$ cat src/rtl/sine_pwm_pkg.sv
package sine_pwm_pkg;

    localparam int DEF_PRESC_DIV = 64;
    localparam int DEF_MODULO    = 350;
    localparam int DEF_TABLE_LEN = 100;
    localparam int DEF_AMPLITUDE = 250;

    // Fixed-point format used only at elaboration time to build the table
    localparam int    FX_BITS = 28;
    localparam longint PI_FX  = 64'sd843314857;  // pi * 2^28, rounded

    // Action taken on the PWM output register in a given clock
    typedef enum logic [1:0] {
        PWM_HOLD = 2'd0,
        PWM_RISE = 2'd1,
        PWM_FALL = 2'd2,
        PWM_DARK = 2'd3
    } pwm_action_t;

    // Sample idx of one sine cycle spread over n entries, offset to amp/2,
    // peak-to-peak amp, rounded half away from zero. Integer-only so the
    // table folds to constants.
    function automatic int sine_sample(input int idx, input int n, input int amp);
        longint ang;
        longint term;
        longint acc;
        longint half;
        longint mag;
        logic   neg;
        ang = (2 * PI_FX * longint'(idx)) / longint'(n);
        neg = 1'b0;
        if (ang > PI_FX) begin
            ang = ang - PI_FX;
            neg = 1'b1;
        end
        if (ang > PI_FX / 2) begin
            ang = PI_FX - ang;
        end
        acc  = ang;
        term = ang;
        for (int k = 1; k <= 7; k++) begin
            term = -((((term * ang) >>> FX_BITS) * ang) >>> FX_BITS)
                   / longint'((2 * k) * (2 * k + 1));
            acc  = acc + term;
        end
        half = longint'(amp / 2);
        mag  = (half * acc + (64'sd1 <<< (FX_BITS - 1))) >>> FX_BITS;
        return neg ? int'(half - mag) : int'(half + mag);
    endfunction

endpackage

$ cat src/rtl/sine_pwm_prescaler.sv
module sine_pwm_prescaler #(
    parameter int DIV = sine_pwm_pkg::DEF_PRESC_DIV
) (
    input  logic clk,
    input  logic rst,
    input  logic en,
    output logic tick
);
    generate
        if (DIV <= 1) begin : g_bypass
            assign tick = en;
        end else begin : g_div
            localparam int PW = $clog2(DIV);
            localparam logic [PW-1:0] LAST = PW'(DIV - 1);
            logic [PW-1:0] div_q;

            always_ff @(posedge clk) begin
                if (rst) begin
                    div_q <= '0;
                end else if (en) begin
                    div_q <= (div_q == LAST) ? '0 : div_q + 1'b1;
                end
            end

            assign tick = en && (div_q == LAST);
        end
    endgenerate
endmodule

$ cat src/rtl/sine_pwm_period_ctr.sv
module sine_pwm_period_ctr #(
    parameter int MODULO = sine_pwm_pkg::DEF_MODULO,
    parameter int CW     = $clog2(MODULO + 1)
) (
    input  logic          clk,
    input  logic          rst,
    input  logic          tick,
    output logic [CW-1:0] cnt_q,
    output logic          wrap
);
    localparam logic [CW-1:0] TOP = CW'(MODULO);

    always_ff @(posedge clk) begin
        if (rst) begin
            cnt_q <= '0;
        end else if (tick) begin
            cnt_q <= (cnt_q == TOP) ? '0 : cnt_q + 1'b1;
        end
    end

    // Rollover happens on the step that leaves the top count
    assign wrap = tick && (cnt_q == TOP);
endmodule

$ cat src/rtl/sine_pwm_rom.sv
module sine_pwm_rom #(
    parameter int N   = sine_pwm_pkg::DEF_TABLE_LEN,
    parameter int AMP = sine_pwm_pkg::DEF_AMPLITUDE,
    parameter int SW  = $clog2(AMP + 1),
    parameter int IW  = $clog2(N)
) (
    input  logic [IW-1:0] idx,
    output logic [SW-1:0] sample
);
    logic [SW-1:0] tbl [N];

    generate
        for (genvar i = 0; i < N; i++) begin : g_entry
            assign tbl[i] = SW'(sine_pwm_pkg::sine_sample(i, N, AMP));
        end
    endgenerate

    assign sample = tbl[idx];
endmodule

$ cat src/rtl/sine_pwm_duty_ctl.sv
module sine_pwm_duty_ctl
    import sine_pwm_pkg::*;
#(
    parameter int N   = DEF_TABLE_LEN,
    parameter int AMP = DEF_AMPLITUDE,
    parameter int CW  = $clog2(DEF_MODULO + 1),
    parameter int SW  = $clog2(AMP + 1),
    parameter int IW  = $clog2(N)
) (
    input  logic          clk,
    input  logic          rst,
    input  logic          step,
    input  logic          wrap,
    input  logic [CW-1:0] cnt_q,
    input  logic [SW-1:0] rom_sample,
    output logic [IW-1:0] idx_nxt,
    output logic [IW-1:0] idx_q,
    output logic [CW-1:0] active_q,
    output logic          pwm_q
);
    localparam logic [IW-1:0] IDX_LAST = IW'(N - 1);
    localparam logic [CW-1:0] FIRST    = CW'(sine_sample(0, N, AMP));

    logic [SW-1:0] shadow_q;
    logic [CW-1:0] cnt_step;
    pwm_action_t   action;

    assign idx_nxt  = (idx_q == IDX_LAST) ? '0 : idx_q + 1'b1;
    assign cnt_step = cnt_q + 1'b1;

    // Shadow follows the entry for the coming period throughout the period
    always_ff @(posedge clk) begin
        if (rst) begin
            shadow_q <= '0;
        end else begin
            shadow_q <= rom_sample;
        end
    end

    // Active compare and index move only at rollover
    always_ff @(posedge clk) begin
        if (rst) begin
            active_q <= FIRST;
            idx_q    <= '0;
        end else if (wrap) begin
            active_q <= CW'(shadow_q);
            idx_q    <= idx_nxt;
        end
    end

    always_comb begin
        action = PWM_HOLD;
        if (wrap) begin
            action = (shadow_q == '0) ? PWM_DARK : PWM_RISE;
        end else if (step && pwm_q && (cnt_step == active_q)) begin
            action = PWM_FALL;
        end
    end

    always_ff @(posedge clk) begin
        if (rst) begin
            pwm_q <= 1'b0;
        end else begin
            case (action)
                PWM_RISE: pwm_q <= 1'b1;
                PWM_FALL: pwm_q <= 1'b0;
                PWM_DARK: pwm_q <= 1'b0;
                default:  pwm_q <= pwm_q;
            endcase
        end
    end
endmodule

$ cat src/rtl/sine_pwm_gen.sv
module sine_pwm_gen
    import sine_pwm_pkg::*;
#(
    parameter int PRESC_DIV = DEF_PRESC_DIV,
    parameter int MODULO    = DEF_MODULO,
    parameter int TABLE_LEN = DEF_TABLE_LEN,
    parameter int AMPLITUDE = DEF_AMPLITUDE
) (
    input  logic clk,
    input  logic rst,
    input  logic en,
    output logic pwm_out,
    output logic period_start
);
    localparam int CW = $clog2(MODULO + 1);
    localparam int SW = $clog2(AMPLITUDE + 1);
    localparam int IW = $clog2(TABLE_LEN);

    logic          tick;
    logic          wrap;
    logic [CW-1:0] cnt_q;
    logic [CW-1:0] active_cmp;
    logic [IW-1:0] tbl_idx;
    logic [IW-1:0] tbl_idx_nxt;
    logic [SW-1:0] tbl_sample;
    logic          strobe_q;

    sine_pwm_prescaler #(.DIV(PRESC_DIV)) u_presc (
        .clk  (clk),
        .rst  (rst),
        .en   (en),
        .tick (tick)
    );

    sine_pwm_period_ctr #(.MODULO(MODULO), .CW(CW)) u_ctr (
        .clk   (clk),
        .rst   (rst),
        .tick  (tick),
        .cnt_q (cnt_q),
        .wrap  (wrap)
    );

    sine_pwm_rom #(.N(TABLE_LEN), .AMP(AMPLITUDE), .SW(SW), .IW(IW)) u_rom (
        .idx    (tbl_idx_nxt),
        .sample (tbl_sample)
    );

    sine_pwm_duty_ctl #(
        .N(TABLE_LEN), .AMP(AMPLITUDE), .CW(CW), .SW(SW), .IW(IW)
    ) u_duty (
        .clk        (clk),
        .rst        (rst),
        .step       (tick),
        .wrap       (wrap),
        .cnt_q      (cnt_q),
        .rom_sample (tbl_sample),
        .idx_nxt    (tbl_idx_nxt),
        .idx_q      (tbl_idx),
        .active_q   (active_cmp),
        .pwm_q      (pwm_out)
    );

    always_ff @(posedge clk) begin
        if (rst) begin
            strobe_q <= 1'b0;
        end else begin
            strobe_q <= wrap;
        end
    end

    assign period_start = strobe_q;
endmodule

$ cat config.mk
export PLATFORM = sky130hd
export DESIGN_NAME = sine_pwm_gen
export DESIGN_NICKNAME = d
export VERILOG_FILES = /design/src/rtl/sine_pwm_pkg.sv /design/src/rtl/sine_pwm_prescaler.sv /design/src/rtl/sine_pwm_period_ctr.sv /design/src/rtl/sine_pwm_rom.sv /design/src/rtl/sine_pwm_duty_ctl.sv /design/src/rtl/sine_pwm_gen.sv
export SDC_FILE = /design/constraint.sdc
export NUM_CORES = 1
export LEC_CHECK = 0
export BUFFER_PORTS_ARGS = -buffer_cell sky130_fd_sc_hd__buf_2
export CORE_ASPECT_RATIO = 0.5
export CORE_MARGIN = 5
export CORE_UTILIZATION = 40
export CTS_CLUSTER_SIZE = 40
export DETAILED_ROUTE_END_ITERATION = 16
export GPL_ROUTABILITY_DRIVEN = 1
export PLACE_DENSITY_LB_ADDON = 0.12
export SYNTH_ARGS = -nofsm -noshare
export SYNTH_HDL_FRONTEND = slang
export SYNTH_SLANG_ARGS = --single-unit
$ cat constraint.sdc
create_clock -name clk -period 3.32 [get_ports clk]
set_input_delay 0.332 -clock clk [delete_from_list [all_inputs] [get_ports clk]]
set_output_delay 0.332 -clock clk [all_outputs]
set_load 0.01 [all_outputs]
=== Word-level counts from Yosys, hierarchy flattened ===
Memories as Yosys holds them, arrays and structs flattened. A register that Yosys moved wholly into a read port is not among the register bits.
Index checks and enable logic that the tools add are counted.

* Bits in registers: 32
* Bits in read-only memories: 1024
* Bits of input ports: 3
* Output and inout bits: 2
* Logic and storage cells: 32
* Memories kept: 1

{| class="wikitable"
|+ Memory list
! name !! words !! bits a word !! rd ports !! clocked after Yosys merged registers in !! wr ports !! line !! text
|-
| (name not given) || 128 || 8 || 1 || 1 || 0 || sine_pwm_rom.sv:18 || <nowiki>assign sample = tbl[idx];</nowiki>
|}

* $add $sub $neg: 3
* Equal/unequal tests: 7
* Multiplexer cells: 7
* Bitwise operators: 1
* Reduce and logical (&&, ||, !) cells: 7

{| class="wikitable"
|+ Operators by type and width
! cell !! count
|-
| adder 9 x 1 -> 9 bit (second input constant) || 1
|-
| equality test 9 x 8 -> 1 bit || 1
|-
| equality test 9 bit (second input constant) || 1
|-
| 2-to-1 mux 9 bit || 1
|-
| zero test 8 bit || 1
|-
| NOT 7 -> 8 bit || 1
|-
| adder 7 x 1 -> 7 bit (second input constant) || 1
|-
| equality test 7 bit (second input constant) || 1
|-
| 2-to-1 mux 7 bit || 1
|-
| adder 6 x 1 -> 6 bit (second input constant) || 1
|-
| equality test 6 bit (second input constant) || 1
|-
| 2-to-1 mux 2 bit || 3
|-
| 2-to-1 mux 6 bit || 1
|-
| equality test 2 bit (second input constant) || 2
|-
| logical AND 1 bit || 4
|-
| equality test 2 x 1 -> 1 bit (second input constant) || 1
|-
| one-hot mux 1 bit (2 select lines) || 1
|-
| nonzero test 2 bit || 1
|-
| OR reduction 2 bit || 1
|}

=== Depth between registers and ports, before layout ===
* Depth in word-level cells: 9
* Gate-level depth with buffers: 10
* Gate-level depth less buffers: 9

=== By module ===
From an unflattened synthesis, not the netlist that was laid out.

* Cells, all modules: 391
* Area, all modules: 3273.1 um^2

{| class="wikitable"
|+ Modules (own cells, without submodules)
! module !! instances !! cells each !! area an instance (um^2) !! sequential area each (um^2)
|-
| sine_pwm_duty_ctl || 1 || 137 || 1256.2 || 480.5
|-
| sine_pwm_rom || 1 || 173 || 1223.7 || 0.0
|-
| sine_pwm_period_ctr || 1 || 53 || 503.0 || 180.2
|-
| sine_pwm_prescaler || 1 || 26 || 256.5 || 120.1
|-
| sine_pwm_gen || 1 || 2 || 33.8 || 20.0
|}

=== Least setup slack after synthesis ===
No wires, ideal clock.

* Path kind: reg-to-reg
* Start point: register u_duty.idx_q[0]
* End point: register u_duty.shadow_q[5]
* Setup time: 0.128 ns
* Data arrival time: 2.162 ns
* Required time: 3.192 ns
* Path slack: 1.029 ns
* Cell stages (with the launch flop): 10
* Path buffers: 2
* Period minus slack after synthesis: 2.291 ns
* Path through: dfxtp_1 > buf_2 > inv_1 > ha_1 > clkbuf_1 > inv_1 > ha_1 > o21ai_0 > o22a_1 > o31ai_1

* Cells in the longest elaborated chain, start to end: 3
* Elaborated cells on any way between the ends: 4
* Those cells by class: add/sub: 1; eq/ne: 1; mux: 1; bitwise: 1

{| class="wikitable"
|+ Ends and longest elaborated chain
! what !! line !! text
|-
| start, declared || sine_pwm_duty_ctl.sv:17 || <nowiki>output logic [IW-1:0] idx_q,</nowiki>
|-
| start signal, assigned || sine_pwm_duty_ctl.sv:47 || <nowiki>idx_q <= idx_nxt;</nowiki>
|-
| adder 7 x 1 -> 7 bit or equality test 7 bit (tied branches) || sine_pwm_duty_ctl.sv:28 || <nowiki>assign idx_nxt = (idx_q == IDX_LAST) ? '0 : idx_q + 1'b1;</nowiki>
|-
| 2-to-1 mux 7 bit * || sine_pwm_duty_ctl.sv:28 ||
|-
| net tbl_idx_nxt[1] || sine_pwm_gen.sv:24 || <nowiki>logic [IW-1:0] tbl_idx_nxt;</nowiki>
|-
| NOT 7 -> 8 bit (implied by the code) * || sine_pwm_rom.sv:18 ||
|-
| end, declared || sine_pwm_duty_ctl.sv:24 || <nowiki>logic [SW-1:0] shadow_q;</nowiki>
|}

The timed path passes the listed nets; every way through them passes the cells marked *.
A chain may end at the register's enable or synchronous reset.

=== Worst setup path in the final report ===
* Start point: register u_duty.idx_q[1]
* End point: register u_duty.shadow_q[1]

The elaborated chain is that of the path after synthesis.

==> results.json <==
{
  "status": "completed",
  "vias_per_cell": 6.283,
  "synth_edf_count": 0,
  "drc": 0,
  "synthXorXnorAreaFrac": 0.07900,
  "routed_wl_um": 10190,
  "first_iter_violations": 425,
  "hp-class": "in2reg",
  "synth_cell_types": 73,
  "rows": 23,
  "grt_pass1_wl_um": 16580,
  "dpl_cell_area_mm2": 0.003458,
  "globalplace.congestion": 1.008,
  "clock_latency_ps": 280,
  "path_max_fanout": 15,
  "cts_setup_buffers": 0,
  "grt_usage": 0.1927,
  "syn_to_final_growth_pct": 7.272,
  "grt_overflow": 0,
  "path_class": "reg2reg",
  "yosysTopAreaCellShare": 0.2362,
  "finalCritPeriodShare": 0.8308,
  "synthFlopType": "dfxtp_1",
  "cp_num_buf_inv": 2,
  "ys_ff_latch": 40,
  "fin_setup_tns_ps": 0,
  "synth_fa_ha_area_frac": 0.04799,
  "syn-num-nets": 471,
  "setup_viol": 0,
  "routed-via-count": 3487,
  "worst_ep_required_time_ps": 3540,
  "postRouteAntennaNets": 0,
  "clock-root-buffer": "clkbuf_16",
  "synth.avg_cell_area_um2": 7.449,
  "arrival_ps": 2980,
  "slowest_delay_ps": 720,
  "synth_mux_area_frac": 0.01513,
  "core-area_mm2": 0.008115,
  "worst_slew_pin_slew_ps": 778.8,
  "drv_slew": 0,
  "ctsResizeCount": 0,
  "dp_slack_ps": 675.2,
  "cts_sinks": 40,
  "switching_share": 0.1928,
  "synth.yosys.seq_area_share": 0.2362,
  "p_seq_frac": 0.454,
  "pwr-share-clk": 0.527,
  "ys_warn_count": 0,
  "rsz0062_at_grt": "false",
  "setup_ws_ps": 561.9,
  "dieArea_mm2": 0.01053,
  "power.internal_uw": 866.1,
  "fin_skew_ps": 4.235,
  "async_flop_share": 0,
  "multi_input_area_mm2": 0.002336,
  "fp.dieW_um": 140.2,
  "htreeDepth": 2,
  "hpwl_um": 7051,
  "drive_above_1_share": 0.09932,
  "slew_headroom": 0.4804,
  "slowest_stage": "ha_1",
  "max_cap_violations": 0,
  "syn_area_mm2": 0.003390,
  "period_minus_slack_ps": 2758,
  "power_density_mw_per_mm2": 295.1,
  "ir_worst_vdd_uv": 180.9,
  "first_global_vias": 3235,
  "crit_family": "compound AO/OA/AOI/OAI gates",
  "io_pins": 5,
  "cts_buffers": 5,
  "start_kind": "flip-flop",
  "antenna_found_initial": 0,
  "io_buffers": 4,
  "first_pass_iters": 5,
  "yosysTopAreaCell": "dfxtp_1",
  "switchingPower_uw": 206.8,
  "synth_compound_area_frac": 0.2820,
  "yosys.area_share.simple": 0.2650,
  "cts_tree": "yes",
  "endpoint_kind": "flip-flop",
  "cts_buffer_depth": 2,
  "p_leak_uw": 0.001253,
  "hold_viol_final": 0,
  "finalInstanceArea_mm2": 0.003636,
  "syn-instance-count": 455,
  "clkTransAtPathRegs_ps": 60,
  "synth_area_leaders": "dfxtp_1 (24%), nand2_1 (5.8%), ha_1 (4.8%), a21oi_1 (4.7%), nor2_1 (4.7%)",
  "fmax_mhz": 362.6,
  "routedWlPerCell_um": 18.36,
  "worstPathCellList": "buf_4 > inv_1 > ha_1 > a21oi_1 > o31ai_1 > a211oi_1 > o32ai_1 > a32o_1",
  "antenna_cells": 0,
  "n_fill_cell": 837,
  "die_y_um": 75.09,
  "synth_top_family_by_area": "compound AO/OA/AOI/OAI gates",
  "hold_buffers": 0,
  "initial_core_util": 0.4177,
  "grt_max_degree": 28,
  "ff_latch_area_um2": 800.8,
  "finalNetCount": 458,
  "share_comb_of_total_power": 0.019
}
-- kinds of logic (layout without fill, tap and decap cells) --
kind of cell | Yosys count | in the layout
AND/OR/NAND/NOR | 178 | 178
XOR/XNOR | 28 | 28
multiplexers | 5 | 5
flip-flops | 40 | 40
adder cells (fa/ha/maj) | 13 | 13
AO/OA/AOI/OAI | 139 | 139
buffers and inverters | 52 | 40
-- final timing paths --
check | from | endpoint | slack (ps) | cells past startpoint
worst max-delay path | u_duty.idx_q[1]$_SDFFE_PP0P_ | u_duty.shadow_q[1]$_SDFF_PP0_ | 560 | 8
worst min-delay path | en | u_presc.g_div.div_q[1]$_SDFFE_PP0P_ | 370 | 3
worst max register to register | u_duty.idx_q[1]$_SDFFE_PP0P_ | u_duty.shadow_q[1]$_SDFF_PP0_ | 560 | 8
worst min register to register | u_duty.shadow_q[7]$_SDFF_PP0_ | u_duty.active_q[7]$_SDFFE_PP0P_ | 470 | 2
-- worst reg2reg max path, stage by stage (launching register included) --
cell and delay (ps):
dfxtp_1 390, buf_4 190, inv_1 160, ha_1 720
a21oi_1 100, o31ai_1 490, a211oi_1 150, o32ai_1 300
a32o_1 200
-- synth_stat cells (all sizes together), types with 3 or more instances --
| cell | number |
|---|---|
| o311ai | 3 |
| o31ai | 8 |
| ha | 13 |
| o221ai | 5 |
| xor2 | 11 |
| o2111ai | 7 |
| o21ai | 32 |
| a31oi | 8 |
| inv | 13 |
| nand2 | 52 |
| a221oi | 3 |
| dfxtp | 40 |
| mux2i | 4 |
| nand2b | 7 |
| nor3 | 14 |
| and3 | 6 |
| buf | 25 |
| clkbuf | 14 |
| a311oi | 3 |
| a211o | 4 |
| a211oi | 7 |
| and2 | 3 |
| xnor2 | 17 |
| nand4 | 5 |
| a21oi | 33 |
| nand3 | 28 |
| nor2 | 43 |
-- cell type report --
class,count,share of cell area
repair buffers,19,0.03648
flip-flops and latches,40,0.2202
clock inverters,2,0.01067
multi-input cells,363,0.6425
well taps,112,0.03854
clock buffers,6,0.03820
inverters,13,0.01342
-- metal layers --
layer | track usage | share of wire
met1 | 0.2608 | 0.45
met2 | 0.3167 | 0.43
met3 | 0.03299 | 0.10
met4 | 0.06660 | 0.017
met5 | 0 | 0
-- placed cells by master, fill, tap and decap left out, types with 7 or more instances in the layout --
master     instances
inv_1             11
dfxtp_1           40
o31ai_1            8
ha_1              13
o21ai_0           29
xor2_1            10
nor3_1            13
nand3_1           27
o2111ai_1          7
buf_4             15
nand2_1           52
a21oi_1           32
a31oi_1            7
nand2b_1           7
a211oi_1           7
xnor2_1           15
nor2_1            42
-- sequential cells by signal (all words and copies together), names as in the netlist --
name	cells
u_duty.active_q	8
u_presc.g_div.div_q	6
u_ctr.cnt_q	9
u_duty.shadow_q	8
u_duty.pwm_q	1
period_start	1
u_duty.idx_q	7
-- stage by stage --
stage          utilization  std cells  hold slack, ps  total power [uW]
2_1_floorplan            -        455           431.5             510.9
4_1_cts             0.4480        555           368.0              1082
5_1_grt             0.4480        555           419.4              1105
3_3_place_gp        0.4261        547           455.5             516.9
6_report            0.4480        555           366.5              1073
3_5_place_dp        0.4261        547           464.0             517.5
-- power by group through the flow --
stage / clock network (uW) / logic (uW) / registers, uW
5_1_grt: 595 / 23.0 / 487
2_1_floorplan: 0 / 14.2 / 497
3_5_place_dp: 0 / 19.9 / 498
6_report: 565 / 20.4 / 487
3_3_place_gp: 0 / 19.6 / 497
4_1_cts: 575 / 20.1 / 487
Power figures use the tool's default switching activity.
